**src/rtl/slow_ctl_pkg.sv**
```systemverilog
package slow_ctl_pkg;

   // Serial line bundle carried through the synchronizer
   typedef struct packed {
      logic sclk;
      logic en;
      logic din;
   } sc_lines_t;

   // Frame position counted in rising serial edges
   function automatic int unsigned data_first_edge(input int unsigned aw);
      return aw + 2;
   endfunction

   function automatic int unsigned data_last_edge(input int unsigned aw, input int unsigned nch);
      return aw + 1 + nch;
   endfunction

endpackage

```
**src/rtl/sc_sync_edge.sv**
```systemverilog
module sc_sync_edge
   import slow_ctl_pkg::*;
#(
   parameter int unsigned STAGES = 2
) (
   input  logic clk,
   input  logic rst_n,
   input  logic sc_clk,
   input  logic sc_en,
   input  logic sc_din,
   output logic en_s,
   output logic din_s,
   output logic rise,
   output logic fall
);

   sc_lines_t chain [STAGES];
   logic      sclk_prev;

   genvar g;
   generate
      for (g = 0; g < STAGES; g++) begin : g_stage
         if (g == 0) begin : g_first
            always_ff @(posedge clk) begin
               if (!rst_n) chain[g] <= '0;
               else        chain[g] <= '{sclk: sc_clk, en: sc_en, din: sc_din};
            end
         end else begin : g_next
            always_ff @(posedge clk) begin
               if (!rst_n) chain[g] <= '0;
               else        chain[g] <= chain[g-1];
            end
         end
      end
   endgenerate

   always_ff @(posedge clk) begin
      if (!rst_n) sclk_prev <= 1'b0;
      else        sclk_prev <= chain[STAGES-1].sclk;
   end

   assign en_s  = chain[STAGES-1].en;
   assign din_s = chain[STAGES-1].din;
   assign rise  = chain[STAGES-1].sclk & ~sclk_prev;
   assign fall  = ~chain[STAGES-1].sclk & sclk_prev;

endmodule

```
**src/rtl/hit_flag_bank.sv**
```systemverilog
module hit_flag_bank #(
   parameter int unsigned NCH      = 72,
   parameter bit          TRIG_REG = 1'b0
) (
   input  logic           clk,
   input  logic           rst_n,
   input  logic [NCH-1:0] hit_pulse,
   input  logic           hit_clr,
   output logic [NCH-1:0] hit_q,
   output logic           trig
);

   genvar c;
   generate
      for (c = 0; c < NCH; c++) begin : g_flag
         // pulse wins over a clear in the same cycle so no hit is lost
         always_ff @(posedge clk) begin
            if (!rst_n)            hit_q[c] <= 1'b0;
            else if (hit_pulse[c]) hit_q[c] <= 1'b1;
            else if (hit_clr)      hit_q[c] <= 1'b0;
         end
      end

      if (TRIG_REG) begin : g_trig_reg
         logic trig_q;
         always_ff @(posedge clk) begin
            if (!rst_n) trig_q <= 1'b0;
            else        trig_q <= |hit_q;
         end
         assign trig = trig_q;
      end else begin : g_trig_comb
         assign trig = |hit_q;
      end
   endgenerate

endmodule

```
**src/rtl/sc_frame_ctl.sv**
```systemverilog
module sc_frame_ctl
   import slow_ctl_pkg::*;
#(
   parameter int unsigned NCH      = 72,
   parameter int unsigned AW       = 5,
   parameter int unsigned ADDR_HIT = 2,
   parameter int unsigned ADDR_SEL = 5
) (
   input  logic           clk,
   input  logic           rst_n,
   input  logic           en_s,
   input  logic           din_s,
   input  logic           rise,
   input  logic           fall,
   input  logic [NCH-1:0] hit_q,
   input  logic [NCH-1:0] sel_q,
   output logic           sc_dout,
   output logic           sel_load,
   output logic [NCH-1:0] sel_wdata,
   output logic           rw
);

   localparam int unsigned D_FIRST = data_first_edge(AW);
   localparam int unsigned D_LAST  = data_last_edge(AW, NCH);
   localparam int unsigned CW      = $clog2(D_LAST + 2);
   localparam int unsigned OW      = $clog2(NCH + 1);

   localparam logic [CW-1:0] E_RW    = CW'(1);
   localparam logic [CW-1:0] E_A0    = CW'(2);
   localparam logic [CW-1:0] E_AL    = CW'(AW + 1);
   localparam logic [CW-1:0] E_DF    = CW'(D_FIRST);
   localparam logic [CW-1:0] E_DL    = CW'(D_LAST);
   localparam logic [CW-1:0] E_SAT   = CW'(D_LAST + 1);
   localparam logic [OW-1:0] O_FULL  = OW'(NCH);
   localparam logic [AW-1:0] A_HIT   = AW'(ADDR_HIT);
   localparam logic [AW-1:0] A_SEL   = AW'(ADDR_SEL);

   logic [CW-1:0]  edge_cnt;
   logic [OW-1:0]  out_cnt;
   logic [AW-1:0]  addr_q;
   logic [NCH-1:0] shreg;
   logic [NCH-1:0] rd_src;
   logic           rw_q;
   logic           rd_act;
   logic           dout_q;
   logic           load_q;

   always_comb begin
      if (addr_q == A_HIT)      rd_src = hit_q;
      else if (addr_q == A_SEL) rd_src = sel_q;
      else                      rd_src = '0;
   end

   always_ff @(posedge clk) begin
      if (!rst_n) begin
         edge_cnt <= '0;
         out_cnt  <= '0;
         addr_q   <= '0;
         shreg    <= '0;
         rw_q     <= 1'b0;
         rd_act   <= 1'b0;
         dout_q   <= 1'b0;
         load_q   <= 1'b0;
      end else begin
         load_q <= 1'b0;
         if (!en_s) begin
            edge_cnt <= '0;
            out_cnt  <= '0;
            rd_act   <= 1'b0;
            dout_q   <= 1'b0;
         end else if (rise) begin
            if (edge_cnt != E_SAT) edge_cnt <= edge_cnt + 1'b1;
            if (edge_cnt == E_RW) begin
               rw_q <= din_s;
            end else if (edge_cnt >= E_A0 && edge_cnt <= E_AL) begin
               addr_q <= {addr_q[AW-2:0], din_s};
            end else if (edge_cnt == E_DF && rw_q) begin
               shreg   <= rd_src;
               rd_act  <= 1'b1;
               out_cnt <= '0;
            end else if (edge_cnt >= E_DF && edge_cnt <= E_DL && !rw_q) begin
               shreg <= {shreg[NCH-2:0], din_s};
               if (edge_cnt == E_DL && addr_q == A_SEL) load_q <= 1'b1;
            end
         end else if (fall) begin
            if (rd_act && out_cnt != O_FULL) begin
               dout_q  <= shreg[NCH-1];
               shreg   <= {shreg[NCH-2:0], 1'b0};
               out_cnt <= out_cnt + 1'b1;
            end else begin
               dout_q <= 1'b0;
            end
         end
      end
   end

   assign sc_dout   = dout_q;
   assign sel_load  = load_q;
   assign sel_wdata = shreg;
   assign rw        = rw_q;

endmodule

```
**src/rtl/slow_ctl_link.sv**
```systemverilog
module slow_ctl_link
   import slow_ctl_pkg::*;
#(
   parameter int unsigned NCH         = 72,
   parameter int unsigned AW          = 5,
   parameter int unsigned ADDR_HIT    = 2,
   parameter int unsigned ADDR_SEL    = 5,
   parameter int unsigned SYNC_STAGES = 2,
   parameter bit          TRIG_REG    = 1'b0
) (
   input  logic           clk,
   input  logic           rst_n,
   input  logic           sc_en,
   input  logic           sc_clk,
   input  logic           sc_din,
   output logic           sc_dout,
   input  logic [NCH-1:0] hit_pulse,
   input  logic           hit_clr,
   output logic [NCH-1:0] sel_mask,
   output logic           trig
);

   generate
      if (NCH < 2) begin : g_bad_nch
         $error("slow_ctl_link: NCH must be at least 2");
      end
      if (AW < 2) begin : g_bad_aw
         $error("slow_ctl_link: AW must be at least 2");
      end
      if (ADDR_HIT == ADDR_SEL) begin : g_bad_addr
         $error("slow_ctl_link: register addresses must differ");
      end
      if (ADDR_HIT >= (1 << AW) || ADDR_SEL >= (1 << AW)) begin : g_bad_range
         $error("slow_ctl_link: address does not fit AW");
      end
      if (SYNC_STAGES < 1) begin : g_bad_sync
         $error("slow_ctl_link: SYNC_STAGES must be at least 1");
      end
   endgenerate

   logic           en_s;
   logic           din_s;
   logic           sc_rise;
   logic           sc_fall;
   logic [NCH-1:0] hit_q;
   logic [NCH-1:0] sel_q;
   logic [NCH-1:0] sel_wdata;
   logic           sel_load;
   logic           cur_rw;

   sc_sync_edge #(.STAGES(SYNC_STAGES)) u_sync (
      .clk   (clk),
      .rst_n (rst_n),
      .sc_clk(sc_clk),
      .sc_en (sc_en),
      .sc_din(sc_din),
      .en_s  (en_s),
      .din_s (din_s),
      .rise  (sc_rise),
      .fall  (sc_fall)
   );

   hit_flag_bank #(.NCH(NCH), .TRIG_REG(TRIG_REG)) u_hits (
      .clk      (clk),
      .rst_n    (rst_n),
      .hit_pulse(hit_pulse),
      .hit_clr  (hit_clr),
      .hit_q    (hit_q),
      .trig     (trig)
   );

   sc_frame_ctl #(
      .NCH     (NCH),
      .AW      (AW),
      .ADDR_HIT(ADDR_HIT),
      .ADDR_SEL(ADDR_SEL)
   ) u_frame (
      .clk      (clk),
      .rst_n    (rst_n),
      .en_s     (en_s),
      .din_s    (din_s),
      .rise     (sc_rise),
      .fall     (sc_fall),
      .hit_q    (hit_q),
      .sel_q    (sel_q),
      .sc_dout  (sc_dout),
      .sel_load (sel_load),
      .sel_wdata(sel_wdata),
      .rw       (cur_rw)
   );

   always_ff @(posedge clk) begin
      if (!rst_n)        sel_q <= '0;
      else if (sel_load) sel_q <= sel_wdata;
   end

   assign sel_mask = sel_q;

endmodule

```
**config.mk**
```make
export PLATFORM = sky130hd
export DESIGN_NAME = slow_ctl_link
export DESIGN_NICKNAME = d
export VERILOG_FILES = /design/src/rtl/slow_ctl_pkg.sv /design/src/rtl/sc_sync_edge.sv /design/src/rtl/hit_flag_bank.sv /design/src/rtl/sc_frame_ctl.sv /design/src/rtl/slow_ctl_link.sv
export SDC_FILE = /design/constraint.sdc
export NUM_CORES = 1
export LEC_CHECK = 0
export ABC_AREA = 1
export BUFFER_PORTS_ARGS = -buffer_cell sky130_fd_sc_hd__buf_4
export CAP_MARGIN = 5
export CORE_MARGIN = 2
export CORE_UTILIZATION = 40
export CTS_CLUSTER_DIAMETER = 60
export DETAILED_ROUTE_END_ITERATION = 10
export PLACE_DENSITY = 0.6
export SYNTH_ARGS = -nofsm -noshare
export SYNTH_HDL_FRONTEND = slang
export SYNTH_HIERARCHICAL = 1
export SYNTH_SLANG_ARGS = --single-unit
```
**constraint.sdc**
```tcl
create_clock -name clk -period 2.6 [get_ports clk]
set_input_delay 0.52 -clock clk [delete_from_list [all_inputs] [get_ports clk]]
set_output_delay 0.52 -clock clk [all_outputs]
set_load 0.01 [all_outputs]
```
==> results of run 1 <==
power by group:
group          internal, mW  switching (mW)  total, mW
Clock                  2.71            1.58       4.29
Sequential             3.85          0.0676       3.92
Combinational         0.184           0.263      0.447
Total                  6.74            1.91       8.65
cell usage after synthesis (2+ instances only):
master,n
nor2_1,512
nand2_1,348
dfxtp_1,246
a21oi_1,175
nand3_1,161
inv_1,100
a21boi_0,71
a21oi_2,61
buf_2,55
clkbuf_1,41
buf_6,21
o21ai_0,12
nand4_1,8
buf_1,6
buf_12,6
inv_2,6
ha_1,5
nor2_4,4
xnor2_1,3
buf_4,2
nand2_2,2
nor3_1,2
xor2_1,2
worst register-to-register path: cells and delay by family, from the launching register on:
kind | cells | cell delay [ns]
flip-flops | 1 | 0.42
AND/OR/NAND/NOR | 5 | 0.89
buffers and inverters | 1 | 0.24
AO/OA/AOI/OAI | 2 | 0.16
adder cells (fa/ha/maj) | 1 | 0.28
registers in the layout (all words and copies together) (netlist names), 5 cells and up:
| name | count |
|---|---|
| u_frame/addr_q | 5 |
| u_frame/sel_wdata | 72 |
| sel_mask | 72 |
| u_frame/out_cnt | 7 |
| u_hits/hit_q | 72 |
| u_frame/edge_cnt | 7 |
| u_sync/chain | 6 |
metrics by stage:
| stage | worst slack, ns | area (sq um) | hold slack (ns) | cells | power [mW] |
|---|---|---|---|---|---|
| after floorplan | 0.895 | 12500 | 0.386 | 1856 | 4.27 |
| after global placement | 0.540 | 13700 | 0.396 | 2296 | 4.44 |
| after CTS | 0.226 | 14700 | 0.143 | 2348 | 8.76 |
| final | 0.264 | 14700 | 0.161 | 2348 | 8.65 |
| after detailed placement | 0.485 | 13700 | 0.403 | 2296 | 4.45 |
| after global routing | 0.152 | 14700 | 0.151 | 2348 | 8.98 |
routing by layer:
metal / GRT usage [%] / vias up / routed length [um]
met5: 0 / - / 0
met4: 3.42 / 0 / 448
met3: 2.79 / 28 / 1820
met2: 33.6 / 300 / 15600
met1: 28.6 / 5391 / 16300
li1: - / 6046 / -
cell families (layout without fill, tap and decap cells):
kind of cell	Yosys count	count (layout)
buffers and inverters	238	334
adders and majority gates	5	5
DFF	246	246
AOI/OAI and AO/OA	320	320
xor gates and xnor gates	5	5
and+or+nand+nor	1042	1042
worst max-delay path by stage:
stage,endpoint
4_1_cts,trig
5_1_grt,trig
2_1_floorplan,u_frame/sel_wdata[0]$_SDFFE_PN0P_
3_3_place_gp,u_frame/out_cnt[1]$_SDFFE_PN0P_
6_report,trig
3_5_place_dp,u_frame/out_cnt[0]$_SDFFE_PN0P_
cell type report:
| type | instances | area (sq um) |
|---|---|---|
| Fill cell | 3169 | 16000 |
| Multi-Input combinational cell | 1372 | 6370 |
| Sequential cell | 246 | 4930 |
| Timing Repair Buffer | 176 | 1510 |
| Clock buffer | 44 | 882 |
| Tap cell | 396 | 495 |
| Inverter | 106 | 398 |
| Clock inverter | 8 | 140 |
==> run summary, run 1 <==
Crit path DAT = 1.82 ns
R2R setup slack = 0.48 ns
Worst EP required = 2.08 ns
Avg Vias per Cell = 5.01
Slew headroom = 48.4%
Clock Tree Buf Depth = 3
Yosys warns = 6
Antenna violations before repair = 0
Post-Synth XOR/XNOR Area = 0.351%
Core Util, Final = 48.0%
H-tree levels = 1
Setup TNS Final = 0 ns
Reg clk slew, reported paths = 0.06 ns
Hold-fix buffers, CTS = 0
Seq cells post-synth = 246
Crit start category = flop
Period minus WS final = 2.34 ns
First DRT Iteration DRCs = 867
Synth unique cells = 30
Core area = 0.0307 sq mm
Worst slew pin tran = 0.774 ns
Commonest non-fill, non-tap cell in the layout = nor2_1
Clock Skews = 0.00841 ns
DP HPWL = 21.2 mm
Simple-Gate Fraction of Synth Area = 33.7%
EDFF count, synth = 0
Routability cong. = 0.797
Post-CTS Resized = 0
Buf/Inv on CP = 1
Syn Nets = 1939
RR Startpoint = u_frame/edge_cnt[1]$_SDFFE_PN0P_
First-pass GRT wire length = 56.1 mm
Hold Startpoint = sc_clk
Seq/Total Area, Yosys = 39.5%
Maximum vdd drop = 0.432 mV
Yosys top cell by area = dfxtp_1
CTS buffer count = 29
Setup Buffers After CTS = 0
GRT Total Usage = 20.3%
Hold Path Stages = 3
Final #Nets = 2014
Vias = 11800
DRT Wirelength = 34.2 mm
CTS root buf = clkbuf_16
Power Dens Cells = 588 mW/mm^2
Final setup fails = 0
CP Launch Point = u_hits/hit_q[43]$_SDFFE_PN0P_
F_max = 0.428 GHz
Most frequent cells in the layout = nor2_1 (509), nand2_1 (348), dfxtp_1 (245), a21oi_1 (175)
Final ANT Viol Nets = 0
Die width = 181 um
Die area = 0.0326 sq mm
Die Y = 181 um
CP Class = flop to output pin
Asr flop ratio synth = 0%
Vias in the first global route = 10900
Clock sink count = 246
WP depth = 7
Max Slew Vio Count = 0
Status = completed
Multiplexer area fraction after synthesis = 0%
Grt total ovfl = 0
Pre-antenna DRT Iters = 5
Predominant post-synthesis flop cell = dfxtp_1
Compound-cell area share of the yosys netlist = 16.1%
Share of layout cells above drive strength 1 = 15.6%
Synth area leaders = dfxtp_1 (39%), nor2_1 (15%), nand2_1 (10%), a21oi_1 (7.0%), nand3_1 (6.5%)
Hold EP = u_sync/chain[0][2]$_SDFF_PN0_
Main combinational cell family by area after synthesis = simple AND/OR/NAND/NOR gates
Leakage = 6.40 nW
CP Max Fanout = 3
Worst R2R End = u_frame/out_cnt[0]$_SDFFE_PN0P_
# DRC = 0
Maxcap violations = 0
CP cell instances = nor2_1 -> nand2_1 -> nor2_1 -> nand2_1 -> nor2_1 -> nand3_1 -> buf_4
IO Count = 152
Num rows = 64
Ant. Diodes = 0
Initial Util = 40.7%
PortBufs = 151
Slowest cell on crit path = dfxtp_1
Worst Reg-to-Reg Cells = 9
Final Hold Vio Count = 0
Syn Inst Count = 1856
Worst hold path type = input port to flop
Post-synth top area share = 39.5%
Period Utilization, post-route = 89.8%
Mapped Area = 0.0125 sq mm
Synth Area in Adders = 0.501%
Synthesis-to-layout area growth = 18.0%
DR WL/cell = 14.5 um
Syn Area/Cell = 6.72 sq um
CP dominant cell by count = nor2_1
CTS tree = built
Unrepaired setup endpoints after global routing = no
Worst stage delay on the critical path = 0.33 ns
Largest net degree at the start of global routing = 87
Worst setup EP type = output pin
Family with the most delay on the worst path = simple AND/OR/NAND/NOR gates
Worst-Skew Late Latency = 0.54 ns
No activity file was read; power rests on OpenSTA's default activity.
==> run 2, diff against run 1 <==
--- a/config.mk
+++ b/config.mk
@@ -5,14 +5,14 @@
 export SDC_FILE = /design/constraint.sdc
 export NUM_CORES = 1
 export LEC_CHECK = 0
-export ABC_AREA = 1
+export ABC_AREA = 0
 export BUFFER_PORTS_ARGS = -buffer_cell sky130_fd_sc_hd__buf_4
 export CAP_MARGIN = 5
 export CORE_MARGIN = 2
 export CORE_UTILIZATION = 40
 export CTS_CLUSTER_DIAMETER = 60
 export DETAILED_ROUTE_END_ITERATION = 10
-export PLACE_DENSITY = 0.6
+export PLACE_DENSITY = 0.61
 export SYNTH_ARGS = -nofsm -noshare
 export SYNTH_HDL_FRONTEND = slang
 export SYNTH_HIERARCHICAL = 1
==> run summary, run 2 <==
Unrepaired setup endpoints after global routing = yes
Final #Nets = 1258 (-38%)
Failing checks = setup timing
Ant. Diodes = 0 (unchanged)
CP cell instances = nor4_1 -> nand4_1 -> or4_4 -> buf_6
Buf/Inv on CP = 1 (unchanged)
Slew headroom = 60.6% (+12 points)
Period Utilization, post-route = 107% (+17 points)
Post-route worst setup slack = -0.177 ns (-0.442 ns)
Maximum vdd drop = 0.355 mV (-18%)
Core area = 0.0262 sq mm (-15%)
Routability cong. = 0.835 (+4.8%)
Die width = 168 um (-7.2%)
First-pass GRT wire length = 45.7 mm (-19%)
Commonest non-fill, non-tap cell in the layout = dfxtp_1
Synth unique cells = 49 (+63%)
# DRC = 0 (unchanged)
Switching power = 1.73 mW (-9.6%)
Share of layout cells above drive strength 1 = 20.7% (+5.1 points)
Area occupied by multi-input gates = 0.00530 sq mm (-17%)
Period minus WS final = 2.78 ns (+0.442 ns)
Antenna violations before repair = 0 (unchanged)
Maxcap violations = 0 (unchanged)
Worst slew pin tran = 0.589 ns (-0.185 ns)
CTS root buf = clkbuf_16
DR WL/cell = 18.9 um (+30%)
CP Max Fanout = 3 (unchanged)
Register Area = 0.00493 sq mm (about the same)
Synthesis-to-layout area growth = 21.3%
Syn Nets = 1152 (-41%)
Clock sink count = 246 (unchanged)
Initial Util = 40.9% (+0.19 points)
Commonest cells post-synth = dfxtp_1 (246), nor2b_1 (151), nor4_1 (87)
DRT Wirelength = 28.9 mm (-15%)
Grt total ovfl = 0 (unchanged)
Crit path DAT = 2.26 ns (+0.44 ns)
Seq cells post-synth = 246 (unchanged)
Synth area leaders = dfxtp_1 (46%), nor2b_1 (8.8%), mux2i_1 (7.4%), a221oi_1 (5.8%), a31o_1 (5.6%)
EDFF count, synth = 0 (unchanged)
Yosys warns = 6 (unchanged)
Avg Vias per Cell = 5.67 (+13%)
F_max = 0.360 GHz (-16%)
Predominant post-synthesis flop cell = dfxtp_1
Die Y = 168 um (-7.2%)
Pre-antenna DRT Iters = 5 (unchanged)
Power Dens Cells = 609 mW/mm^2 (+3.6%)
Worst setup EP type = output pin
Yosys top cell by area = dfxtp_1
Vias = 8657 (-26%)
Worst EP required = 2.08 ns (about the same)
Fillcell total = 2477 (-22%)
Family with the most delay on the worst path = simple AND/OR/NAND/NOR gates
Seq/Total Area, Yosys = 46.0% (+6.5 points)
Clock Skews = 0.0172 ns (+0.00876 ns)
Final setup fails = 1 (+1)
Worst-Skew Late Latency = 0.53 ns (about the same)
Post-synth top area share = 46.0% (+6.5 points)
Status = complete, but fails checks
R2R setup slack = 0.20 ns (-0.28 ns)
Mapped Area = 0.0107 sq mm (-14%)
CTS buffer count = 26 (-10%)
GRT Total Usage = 19.8% (-0.47 points)
Hold-fix buffers, CTS = 0 (unchanged)
Final Hold Vio Count = 0 (unchanged)
H-tree levels = 1 (unchanged)
Num rows = 59 (-7.8%)
PortBufs = 151 (unchanged)
Syn Inst Count = 1069 (-42%)
Internal = 6.19 mW (-8.2%)
Leakage = 4.59 nW (-28%)
Combinational group share of total power = 5.0% (-0.2 points)
Total power = 7.92 mW (-8.5%)
DP HPWL = 18.5 mm (-13%)
Crit start category = flop
Asr flop ratio synth = 0% (unchanged)
Switching Share = 21.8% (-0.26 points)
CTS tree = built
Worst stage delay on the critical path = 0.63 ns (+0.30 ns)
Reg power frac = 49.5% (+4.2 points)
Most common cell in the netlist = dfxtp_1
Power share of the clock group = 45.4% (-4.1 points)
IO Count = 152 (unchanged)
Die area = 0.0281 sq mm (-14%)
Final ANT Viol Nets = 0 (unchanged)
First DRT Iteration DRCs = 629 (-27%)
Core Util, Final = 49.6% (+1.6 points)
Most frequent cells in the layout = dfxtp_1 (243), buf_4 (168), nor2b_1 (151), nor4_1 (84), mux2i_1 (79)
Reg clk slew, reported paths = 0.06 ns (about the same)
Worst slack at placement = 0.160 ns (-0.325 ns)
Largest net degree at the start of global routing = 84 (-3.4%)
Slowest cell on crit path = or4_4
Max Slew Vio Count = 0 (unchanged)
Clock Tree Buf Depth = 3 (unchanged)
Syn Area/Cell = 10.0 sq um (+49%)
Worst hold path type = input port to flop
Vias in the first global route = 8238 (-25%)
CP Class = flop to output pin
run 2: cell types whose count changed after synthesis, sizes merged, moves of 92 or more:
cell	previous run	this run
nor4	0	92
nor2b	0	152
inv	106	9
nor2	517	12
a21oi	236	8
nand3	163	5
nand2	350	7
run 2: area by class of cell:
cell class / count / area share (%)
inverters: 9 / 0.260
clock inverters: 8 / 0.501
well taps: 335 / 3.23
multi-input cells: 712 / 40.8
repair buffers: 180 / 11.4
clock buffers: 38 / 5.90
flip-flops and latches: 246 / 37.9
run 2: through the flow:
stage          area, sq um  instances  hold WS (ns)  setup TNS, ns
2_1_floorplan        10700       1069         0.406              0
3_3_place_gp         12100       1481         0.428              0
3_5_place_dp         12100       1481         0.422              0
4_1_cts              13000       1528         0.182         -0.208
5_1_grt              13000       1528         0.183         -0.257
6_report             13000       1528         0.199         -0.177
run 2: cells by family after synthesis:
group                    count (synthesis)  synth area share (%)
flip-flops                             246                  46.0
multiplexers                            79                  7.38
adder cells (fa/ha/maj)                  5                 0.584
XOR/XNOR                                 6                 0.491
AND/OR/NAND/NOR                        305                  18.1
AO/OA/AOI/OAI                          317                  22.2
buffers and inverters                  111                  5.31
run 2: power by group through the flow:
stage / clock, mW / combinational, mW / sequential, mW
3_5_place_dp: 0 / 0.395 / 4.00
4_1_cts: 3.68 / 0.401 / 3.92
6_report: 3.60 / 0.399 / 3.92
5_1_grt: 3.83 / 0.433 / 3.93
2_1_floorplan: 0 / 0.226 / 3.97
3_3_place_gp: 0 / 0.394 / 4.00
run 2: path summary, 6_finish.rpt:
check | from | end | depth (start not counted)
hold reg to reg | u_sync/chain[0][2]$_SDFF_PN0_ | u_sync/chain[1][2]$_SDFF_PN0_ | 1
hold / removal | hit_pulse[20] | u_hits/hit_q[20]$_SDFFE_PN0P_ | 2
setup / recovery | u_hits/hit_q[51]$_SDFFE_PN0P_ | trig | 4
setup reg to reg | u_frame/edge_cnt[0]$_SDFFE_PN0P_ | u_frame/sel_wdata[67]$_SDFFE_PN0P_ | 7
run 2: repair_timing:
| action | CTS | global route |
|---|---|---|
| resized for setup | 8 | 1 |
| setup endpoints to repair | 1 | 1 |
| buffers inserted | 1 | 0 |
| cloned | 0 | 0 |
| pin swaps | 2 | 0 |
run 2: metal layers:
layer	GRT usage [%]	vias to the layer above	part of all wire, %
li1	-	4226	-
met1	28.8	4192	49
met2	31.2	207	45
met3	3.21	32	4.9
met4	4.20	0	1.6
met5	0	-	0
==> run 3, diff against run 2 <==
--- a/config.mk
+++ b/config.mk
@@ -6,11 +6,11 @@
 export NUM_CORES = 1
 export LEC_CHECK = 0
 export ABC_AREA = 0
-export BUFFER_PORTS_ARGS = -buffer_cell sky130_fd_sc_hd__buf_4
+export BUFFER_PORTS_ARGS = -buffer_cell sky130_fd_sc_hd__buf_2
 export CAP_MARGIN = 5
 export CORE_MARGIN = 2
 export CORE_UTILIZATION = 40
-export CTS_CLUSTER_DIAMETER = 60
+export CTS_CLUSTER_DIAMETER = 80
 export DETAILED_ROUTE_END_ITERATION = 10
 export PLACE_DENSITY = 0.61
 export SYNTH_ARGS = -nofsm -noshare
==> run summary, run 3 (synthesis results as in run 2) <==
Reg clk slew, reported paths = 0.06 ns (about the same)
PortBufs = 151 (unchanged)
# DRC = 0 (unchanged)
Share of layout cells above drive strength 1 = 21.0% (+0.30 points)
Clock Tree Buf Depth = 3 (unchanged)
Num rows = 59 (unchanged)
First DRT Iteration DRCs = 537 (-15%)
Max Slew Vio Count = 0 (unchanged)
Initial Util = 40.9% (unchanged)
DP HPWL = 18.3 mm (-1.4%)
Fillcell total = 2499 (+0.89%)
Worst stage delay on the critical path = 0.63 ns (about the same)
Failing checks = setup timing
Reg power frac = 48.4% (-1.1 points)
GRT Total Usage = 20.3% (+0.44 points)
Hold EP = u_hits/hit_q[27]$_SDFFE_PN0P_
Combinational group share of total power = 4.6% (-0.4 points)
CTS root buf = clkbuf_16
CP cell instances = nor4_1 -> nand4_1 -> or4_4 -> buf_6
Unrepaired setup endpoints after global routing = yes
IO Count = 152 (unchanged)
Routability cong. = 0.813 (-2.6%)
H-tree levels = 1 (unchanged)
Maxcap violations = 0 (unchanged)
Antenna violations before repair = 0 (unchanged)
DRT Wirelength = 29.2 mm (+0.99%)
Crit start category = flop
Placed cell areas = 0.0118 sq mm (-2.8%)
Synthesis-to-layout area growth = 18.7%
Die area = 0.0281 sq mm (unchanged)
Placed Instances = 1484 (+0.20%)
First-pass GRT wire length = 46.8 mm (+2.5%)
Internal = 6.36 mW (+2.7%)
Pre-antenna DRT Iters = 5 (unchanged)
CP Max Fanout = 3 (unchanged)
Final cell count without fillers = 1530 (+0.13%)
Worst slack at placement = 0.128 ns (-0.0322 ns)
Hold-fix buffers, CTS = 0 (unchanged)
Worst Reg-to-Reg Cells = 7 (unchanged)
Wire length on met1 = 14.0 mm (-0.14%)
Core Util, Final = 48.5% (-1.1 points)
Total power = 8.11 mW (+2.4%)
Worst R2R End = u_frame/sel_wdata[22]$_SDFFE_PN0P_
Met2 routed WL = 13.2 mm (+1.3%)
Slew headroom = 59.8% (-0.72 points)
Grt total ovfl = 0 (unchanged)
Most frequent cells in the layout = dfxtp_1 (243), nor2b_1 (151), buf_2 (149), nor4_1 (83), mux2i_1 (79)
F_max = 0.358 GHz (-0.56%)
Final setup fails = 1 (unchanged)
Final ANT Viol Nets = 0 (unchanged)
Post-route worst setup slack = -0.193 ns (-0.0156 ns)
Crit path DAT = 2.27 ns (about the same)
Met3 WL = 1.59 mm (+13%)
Core area = 0.0262 sq mm (unchanged)
Hold Path Stages = 2 (unchanged)
Clock Skews = 0.0191 ns (+0.00191 ns)
Clock sink count = 246 (unchanged)
Period Utilization, post-route = 107% (+0.60 points)
Power Dens Cells = 637 mW/mm^2 (+4.6%)
Max Used Layer = met4
Commonest non-fill, non-tap cell in the layout = dfxtp_1
CTS buffer count = 26 (unchanged)
Ant. Diodes = 0 (unchanged)
Status = complete, but fails checks
Vias in the first global route = 8399 (+2.0%)
Period minus WS final = 2.79 ns (+0.0156 ns)
Vias = 8722 (+0.75%)
Largest net degree at the start of global routing = 99 (+18%)
Maximum vdd drop = 0.598 mV (+69%)
Slowest cell on crit path = or4_4
Final #Nets = 1261 (+0.24%)
Power share of the clock group = 47.1% (+1.7 points)
Avg Vias per Cell = 5.70 (+0.62%)
Switching Share = 21.6% (-0.23 points)
CP Class = flop to output pin
RR Startpoint = u_sync/chain[1][2]$_SDFF_PN0_
Design area = 0.0127 sq mm (-2.1%)
R2R setup slack = 0.22 ns (+0.02 ns)
Die width = 168 um (unchanged)
Hold Startpoint = hit_pulse[27]
DR WL/cell = 19.1 um (+0.86%)
Worst hold path type = input port to flop
Final Hold Vio Count = 0 (unchanged)
Worst setup EP type = output pin
Worst slew pin tran = 0.600 ns (+0.0108 ns)
Worst EP required = 2.08 ns (about the same)
Worst-Skew Late Latency = 0.54 ns (about the same)
Die Y = 168 um (unchanged)
Switching power = 1.75 mW (+1.3%)
Leakage = 4.57 nW (-0.48%)
CTS tree = built
[run 3: power groups by stage]
| stage | Combinational, mW | Clock [mW] | Sequential, mW |
|---|---|---|---|
| CTS | 0.373 | 3.89 | 3.92 |
| global route | 0.404 | 4.05 | 3.93 |
| global placement | 0.365 | 0 | 4.00 |
| finish | 0.369 | 3.82 | 3.92 |
| detailed placement | 0.365 | 0 | 4.00 |
| floorplan | 0.226 | 0 | 3.97 |
[run 3: cell type report]
class / count / area (sq um) / area share (%)
multi-input combinational: 712 / 5300 / 41.7
tap: 335 / 419 / 3.30
sequential: 246 / 4930 / 38.8
clock inverter: 7 / 121 / 0.954
inverter: 9 / 33.8 / 0.266
clock buffer: 38 / 766 / 6.02
timing repair buffer: 183 / 1150 / 9.01
[run 3: through the flow]
| step | setup TNS, ns | hold WS (ns) |
|---|---|---|
| 5_1_grt | -0.239 | 0.177 |
| 2_1_floorplan | 0 | 0.406 |
| 3_3_place_gp | 0 | 0.424 |
| 4_1_cts | -0.220 | 0.173 |
| 6_report | -0.193 | 0.193 |
| 3_5_place_dp | 0 | 0.418 |
[run 3: worst max-delay path by stage]
| stage | slack (ns) | cells after the start | startpoint | end |
|---|---|---|---|---|
| floorplan | 0.41 | 9 | u_frame/edge_cnt[0]$_SDFFE_PN0P_ | u_frame/sel_wdata[29]$_SDFFE_PN0P_ |
| global placement | 0.10 | 6 | u_hits/hit_q[59]$_SDFFE_PN0P_ | trig |
| detailed placement | 0.13 | 6 | u_hits/hit_q[58]$_SDFFE_PN0P_ | trig |
| CTS | -0.22 | 6 | u_hits/hit_q[56]$_SDFFE_PN0P_ | trig |
| global route | -0.24 | 6 | u_hits/hit_q[56]$_SDFFE_PN0P_ | trig |
| finish | -0.19 | 4 | u_hits/hit_q[51]$_SDFFE_PN0P_ | trig |
[run 3: critical path: cells and delay by family, from the launching register on]
kind / cells / cell delay (ns)
simple gates: 3 / 1.28
flops: 1 / 0.32
buf+inv: 1 / 0.14
[run 3: what timing repair did]
item	4_1_cts	5_1_grt
endpoints found under the setup margin	1	1
setup buffers	1	0
pin swaps	2	0
resized for setup	9	1
[run 3: layer usage]
metal	vias up	GRT usage, %
li1	4235	-
met1	4217	29.1
met2	239	32.0
met3	31	3.59
met4	0	4.20
met5	-	0
